File: config.mk
export PLATFORM = sky130hd
export DESIGN_NAME = bibo_queue
export DESIGN_NICKNAME = d
export VERILOG_FILES = /design/src/rtl/bibo_pkg.sv /design/src/rtl/bibo_ctrl.sv /design/src/rtl/bibo_store.sv /design/src/rtl/bibo_queue.sv
export SDC_FILE = /design/constraint.sdc
export NUM_CORES = 1
export LEC_CHECK = 0
export ABC_AREA = 1
export ABC_CLOCK_PERIOD_IN_PS = 3800
export BUFFER_PORTS_ARGS = -buffer_cell sky130_fd_sc_hd__buf_2
export CAP_MARGIN = 10
export CORE_MARGIN = 2
export CORE_UTILIZATION = 40
export DETAILED_ROUTE_END_ITERATION = 7
export PLACE_DENSITY = 0.66
export SYNTH_ARGS = -nofsm -noshare
export SYNTH_HDL_FRONTEND = slang
export SYNTH_SLANG_ARGS = --single-unit
export TNS_END_PERCENT = 10
File: constraint.sdc
create_clock -name clk -period 3.8 [get_ports clk]
set_input_delay 0.76 -clock clk [delete_from_list [all_inputs] [get_ports clk]]
set_output_delay 0.76 -clock clk [all_outputs]
set_load 0.01 [all_outputs]
File: src/rtl/bibo_pkg.sv
package bibo_pkg;
   // Outcome of a read request, passed from the pointer logic to the storage.
   typedef enum logic [1:0] {
      RD_IDLE = 2'd0,
      RD_HIT  = 2'd1,
      RD_MISS = 2'd2
   } rd_kind_e;
endpackage

File: src/rtl/bibo_ctrl.sv
module bibo_ctrl
   import bibo_pkg::*;
#(
   parameter int ADDR_W = 6
) (
   input  logic              clk,
   input  logic              rst_n,
   input  logic              wr_en,
   input  logic [ADDR_W-1:0] wr_off,
   input  logic              push_en,
   input  logic [ADDR_W:0]   push_size,
   input  logic              rd_en,
   input  logic [ADDR_W-1:0] rd_off,
   input  logic              pull_en,
   input  logic [ADDR_W:0]   pull_size,
   output logic [ADDR_W-1:0] wbase,
   output logic [ADDR_W-1:0] rbase,
   output logic [ADDR_W:0]   level,
   output logic              wr_ok,
   output rd_kind_e          rd_kind,
   output logic              push_err,
   output logic              pull_err
);
   localparam int SZ_W  = ADDR_W + 1;
   localparam int DEPTH = 1 << ADDR_W;
   localparam logic [SZ_W-1:0] DEPTH_V = SZ_W'(DEPTH);

   logic [SZ_W-1:0] free_words;
   logic            push_ok;
   logic            pull_ok;
   logic [SZ_W-1:0] add_amt;
   logic [SZ_W-1:0] sub_amt;
   logic [SZ_W-1:0] level_nxt;

   // Both commands are judged against the state before the edge.
   always_comb begin
      free_words = DEPTH_V - level;
      push_ok    = push_en && (push_size <= free_words);
      pull_ok    = pull_en && (pull_size <= level);
      add_amt    = push_ok ? push_size : '0;
      sub_amt    = pull_ok ? pull_size : '0;
      level_nxt  = level + add_amt - sub_amt;
   end

   // Writes may only land in the uncommitted part of the ring.
   always_comb begin
      wr_ok = wr_en && ({1'b0, wr_off} < free_words);
   end

   always_comb begin
      if (!rd_en)
         rd_kind = RD_IDLE;
      else if ({1'b0, rd_off} < level)
         rd_kind = RD_HIT;
      else
         rd_kind = RD_MISS;
   end

   always_ff @(posedge clk or negedge rst_n) begin
      if (!rst_n) begin
         wbase    <= '0;
         rbase    <= '0;
         level    <= '0;
         push_err <= 1'b0;
         pull_err <= 1'b0;
      end else begin
         level    <= level_nxt;
         push_err <= push_en && !push_ok;
         pull_err <= pull_en && !pull_ok;
         if (push_ok)
            wbase <= wbase + push_size[ADDR_W-1:0];
         if (pull_ok)
            rbase <= rbase + pull_size[ADDR_W-1:0];
      end
   end


   level_bound_chk: assert property (@(posedge clk) disable iff (!rst_n)
      level <= DEPTH_V);


   push_reject_chk: assert property (@(posedge clk) disable iff (!rst_n)
      (push_en && (push_size > free_words) && !pull_en)
      |=> (push_err && $stable(level) && $stable(wbase)));


   pull_reject_chk: assert property (@(posedge clk) disable iff (!rst_n)
      (pull_en && (pull_size > level) && !push_en)
      |=> (pull_err && $stable(level) && $stable(rbase)));


   occupancy_net_chk: assert property (@(posedge clk) disable iff (!rst_n)
      (push_en && pull_en && (push_size <= free_words) && (pull_size <= level))
      |=> (level == SZ_W'($past(level) + $past(push_size) - $past(pull_size))));
endmodule

File: src/rtl/bibo_store.sv
module bibo_store
   import bibo_pkg::*;
#(
   parameter int ADDR_W         = 6,
   parameter int DATA_W         = 16,
   parameter bit CLEAR_ON_RESET = 1'b0
) (
   input  logic              clk,
   input  logic              rst_n,
   input  logic              wr_en,
   input  logic [ADDR_W-1:0] wr_addr,
   input  logic [DATA_W-1:0] wr_data,
   input  rd_kind_e          rd_kind,
   input  logic [ADDR_W-1:0] rd_addr,
   output logic              rd_valid,
   output logic [DATA_W-1:0] rd_data,
   output logic              rd_err
);
   localparam int DEPTH = 1 << ADDR_W;

   logic [DATA_W-1:0] mem [DEPTH];

   // The parameter picks whether the ring is cleared by reset.
   generate
      if (CLEAR_ON_RESET) begin : g_clear
         always_ff @(posedge clk or negedge rst_n) begin
            if (!rst_n) begin
               for (int i = 0; i < DEPTH; i++)
                  mem[i] <= '0;
            end else if (wr_en) begin
               mem[wr_addr] <= wr_data;
            end
         end
      end else begin : g_plain
         always_ff @(posedge clk) begin
            if (wr_en)
               mem[wr_addr] <= wr_data;
         end
      end
   endgenerate

   always_ff @(posedge clk or negedge rst_n) begin
      if (!rst_n) begin
         rd_valid <= 1'b0;
         rd_err   <= 1'b0;
         rd_data  <= '0;
      end else begin
         rd_valid <= (rd_kind != RD_IDLE);
         rd_err   <= (rd_kind == RD_MISS);
         rd_data  <= (rd_kind == RD_HIT) ? mem[rd_addr] : '0;
      end
   end


   rd_valid_chk: assert property (@(posedge clk) disable iff (!rst_n)
      (rd_kind != RD_IDLE) |=> rd_valid);


   rd_quiet_chk: assert property (@(posedge clk) disable iff (!rst_n)
      (rd_kind == RD_IDLE) |=> !rd_valid);


   rd_miss_chk: assert property (@(posedge clk) disable iff (!rst_n)
      rd_err |-> (rd_valid && (rd_data == '0)));
endmodule

File: src/rtl/bibo_queue.sv
module bibo_queue
   import bibo_pkg::*;
#(
   parameter int ADDR_W         = 6,
   parameter int DATA_W         = 16,
   parameter bit CLEAR_ON_RESET = 1'b0
) (
   input  logic              clk,
   input  logic              rst_n,
   input  logic              wr_en,
   input  logic [ADDR_W-1:0] wr_off,
   input  logic [DATA_W-1:0] wr_data,
   input  logic              push_en,
   input  logic [ADDR_W:0]   push_size,
   input  logic              rd_en,
   input  logic [ADDR_W-1:0] rd_off,
   input  logic              pull_en,
   input  logic [ADDR_W:0]   pull_size,
   output logic              rd_valid,
   output logic [DATA_W-1:0] rd_data,
   output logic              rd_err,
   output logic              push_err,
   output logic              pull_err,
   output logic [ADDR_W:0]   level
);
   generate
      if (ADDR_W < 2 || ADDR_W > 12) begin : g_bad_addr
         $error("bibo_queue: ADDR_W must lie in 2..12");
      end
      if (DATA_W < 1) begin : g_bad_data
         $error("bibo_queue: DATA_W must be at least 1");
      end
   endgenerate

   logic [ADDR_W-1:0] wbase;
   logic [ADDR_W-1:0] rbase;
   logic              wr_ok;
   rd_kind_e          rd_kind;
   logic [ADDR_W-1:0] wr_addr;
   logic [ADDR_W-1:0] rd_addr;

   // Modulo addition: the carry out of the top bit is dropped.
   always_comb begin
      wr_addr = wbase + wr_off;
      rd_addr = rbase + rd_off;
   end

   bibo_ctrl #(
      .ADDR_W (ADDR_W)
   ) u_ctrl (
      .clk       (clk),
      .rst_n     (rst_n),
      .wr_en     (wr_en),
      .wr_off    (wr_off),
      .push_en   (push_en),
      .push_size (push_size),
      .rd_en     (rd_en),
      .rd_off    (rd_off),
      .pull_en   (pull_en),
      .pull_size (pull_size),
      .wbase     (wbase),
      .rbase     (rbase),
      .level     (level),
      .wr_ok     (wr_ok),
      .rd_kind   (rd_kind),
      .push_err  (push_err),
      .pull_err  (pull_err)
   );

   bibo_store #(
      .ADDR_W         (ADDR_W),
      .DATA_W         (DATA_W),
      .CLEAR_ON_RESET (CLEAR_ON_RESET)
   ) u_store (
      .clk      (clk),
      .rst_n    (rst_n),
      .wr_en    (wr_ok),
      .wr_addr  (wr_addr),
      .wr_data  (wr_data),
      .rd_kind  (rd_kind),
      .rd_addr  (rd_addr),
      .rd_valid (rd_valid),
      .rd_data  (rd_data),
      .rd_err   (rd_err)
   );


   guard_write_chk: assert property (@(posedge clk) disable iff (!rst_n)
      (wr_ok && rd_en && (rd_addr == wr_addr)) |-> (rd_kind != RD_HIT));
endmodule

==> impl_metrics.tcl <==
set metrics [dict create \
    fmax_mhz 271.7 \
    synth_compound_area_share_pct 3.332 \
    fill_cells 9742 \
    crit_top_cell "nand2_1" \
    synthFlopType "edfxtp_1" \
    post-route-period-util_pct 96.84 \
    final_common_cell "nand2_1" \
    yosysWarnings 0 \
    grt_max_degree 114 \
    synth_edf_count 1024 \
    fin_skew_ns 0.02682 \
    p_leak_uw 0.01849 \
    synth_area_per_cell_um2 11.92 \
    synth-seq-cells 1063 \
    h-tree-depth 3 \
    hold_class "primary input to async pin" \
    clkTransAtPathRegs_ns 0.06 \
    initial_utilization_pct 40.20 \
    synth_adder_area_share_pct 1.864 \
    maxCapViolations 0 \
    vias_per_cell 5.382 \
    cp_max_fo 6 \
    r2r_cells 28 \
    clk_latency_ns 0.68 \
    hold_viol_final 0 \
    worst_pin_slew_ns 1.227 \
    async_flop_share_pct 3.669 \
    slew_headroom_pct 18.21 \
    cts_tree "done" \
    ys_types 40 \
    synth.net_count 3826 \
    ir_worst_vdd_mv 0.7221 \
    netlist.area_leader.share_pct 69.40 \
    syn_area_mm2 0.04430 \
    ant_nets 0 \
    final_nets 3983 \
    grt_use_total_pct 20.50 \
    min_period_ns 3.680 \
    antenna_found_initial 3 \
    synth_xor_area_share_pct 0.6806 \
    power_density_mw_per_mm2 866.6 \
    io_buffers 74 \
    slew_viol_final 0 \
    first_pass_iters 6 \
    ios 75 \
    cts.sinks 1063 \
    die_height_um 336.8 \
    drive_gt1_share_pct 12.14 \
    final_cell_mix "nand2_1 (1,035), edfxtp_1 (1,024), nand3_1 (777)" \
    die_w_um 336.8 \
    place_congestion 0.8905 \
    core_mm2 0.1102 \
    final_area_mm2 0.05140 \
    drtIter0Drc 3381 \
    gr-total-overflow 0 \
    outcome "complete, no violations" \
    final-setup-viol-count 0 \
    worst_ep_required_time_ns 4.36 \
    crit_type "register to register" \
    whs_ns 0.1451 \
    die-area_mm2 0.1134 \
    cts_buffers 105 \
    slowest_delay_ns 0.51 \
    grt_pass1_wl_um 175600 \
    root_buffer "clkbuf_16" \
    muxShareOfSynthArea_pct 0 \
    hpwl_um 70520 \
    area_growth_syn_to_layout_pct 16.02 \
    cp-start-kind "register" \
    worst_path_max_delay_cell "fa_1" \
    synth.area.top_cells "edfxtp_1 (69%), nand2_1 (8.8%), nand3_1 (8.8%)" \
    grt_pass1_vias 28210 \
    hold_buffers 0 \
    drc 0 \
    clockBufferDepth 3 \
    synthSimpleGateAreaFrac_pct 19.45 \
    critPathCaptureType "register" \
    synth_top_family_by_area "simple AND/OR/NAND/NOR gates" \
    rsz0062_at_grt "yes" \
    synthCells 3718 \
    dr_total_vias 29350 \
    wl_um 117200 \
    synth-seq-area-share_pct 71.61 \
    cp.arrival_ns 4.24 \
    routedWlPerCell_um 21.50 \
    post-synth-top-area-cell "edfxtp_1" \
    placed_cell_area_mm2 0.04780 \
    fp-row-count 122 \
]
[per-layer routing]
layer | global-route usage (%) | part of all wire, %
met1 | 28.66 | 42
met2 | 32.32 | 46
met3 | 3.899 | 8.5
met4 | 6.668 | 2.9
met5 | 0 | 0.0060
[path summary, 6_finish.rpt]
check / slack, ns / start / end
worst max-delay path: 0.12 / u_ctrl.level[1] / u_ctrl.level[6]
min in group clk: 0.21 / rd_en / u_store.rd_valid
worst min-delay path: 0.15 / rst_n / u_ctrl.pull_err
max in group asynchronous: 2.89 / rst_n / u_store.rd_data[1]
worst min register to register: 0.53 / u_ctrl.rbase[4] / u_ctrl.rbase[4]
worst max register to register: 0.12 / u_ctrl.level[1] / u_ctrl.level[6]
[report_power, final]
group	internal [µW]	switching [µW]	total, µW
combinational	6300	14000	20300
clock	5980	4360	10300
sequential	13600	270	13900
[area by class of cell]
type	count	area [µm²]	share of cell area (%)
multi-input cells	2365	11400	22.19
flip-flops and latches	1063	31730	61.72
diodes	4	10.01	0.01947
clock buffers	134	2821	5.489
clock inverters	60	578.1	1.125
well taps	1488	1862	3.622
repair buffers	273	2728	5.307
inverters	67	271.5	0.5282
[flip-flops by register name (all words and copies together) (netlist names)]
signal / flops
u_ctrl.pull_err: 1
u_store.rd_valid: 1
u_store.rd_err: 1
u_ctrl.rbase: 6
u_ctrl.level: 7
u_store.mem: 1024
u_store.rd_data: 16
u_ctrl.push_err: 1
u_ctrl.wbase: 6
[cell families (layout without fill, tap and decap cells)]
family / Yosys count / after routing
flops: 1063 / 1063
other cells: 0 / 4
compound gates: 277 / 277
xor+xnor: 28 / 28
simple gates: 2000 / 2000
fa+ha+maj: 60 / 60
buf+inv: 290 / 534
[worst max-delay path: cells and delay by family, from the launching register on]
kind / cells / cell delay (ns)
AND/OR/NAND/NOR: 17 / 1.40
flip-flops: 1 / 0.39
adder cells (fa/ha/maj): 4 / 1.23
buffers and inverters: 6 / 0.37
XOR/XNOR: 1 / 0.21
[cells in the mapped netlist, types with 3 or more instances]
library cell  instances
nor2_1              150
buf_4                21
dfrtp_1              39
edfxtp_1           1024
o211ai_1             14
xnor2_1               6
nand3_2               4
buf_1                13
nor3_1                3
o21ai_1               8
inv_1                62
nand3_1             779
xor2_1               16
a21oi_1             144
o221ai_1              4
fa_1                 10
nand4_2               8
clkbuf_1             47
nand2_1            1042
o21ai_0              97
inv_2                 5
ha_1                 50
xor2_2                4
buf_2               140
nand4_1               8
[per-stage QoR]
| stage | worst slack, ns | util, % | cells | total power (µW) | setup TNS (ns) |
|---|---|---|---|---|---|
| floorplan | 0.01746 | - | 3718 | 25930 | 0 |
| global placement | -0.01096 | 43.37 | 5250 | 33620 | -0.01096 |
| detailed placement | -0.04820 | 43.37 | 5250 | 33830 | -0.07261 |
| CTS | 0.01269 | 46.48 | 5446 | 44200 | 0 |
| global route | -0.09201 | 46.63 | 5450 | 46840 | -0.2666 |
| finish | 0.1199 | 46.64 | 5454 | 44540 | 0 |
[timing repair]
item,in CTS,in global routing
buffers inserted,2,3
setup endpoints to repair,2,4
pin swaps,3,16
hold endpoints to repair,0,0
gates resized for setup,2,25
Note: power is estimated with default switching activity, not from simulation.
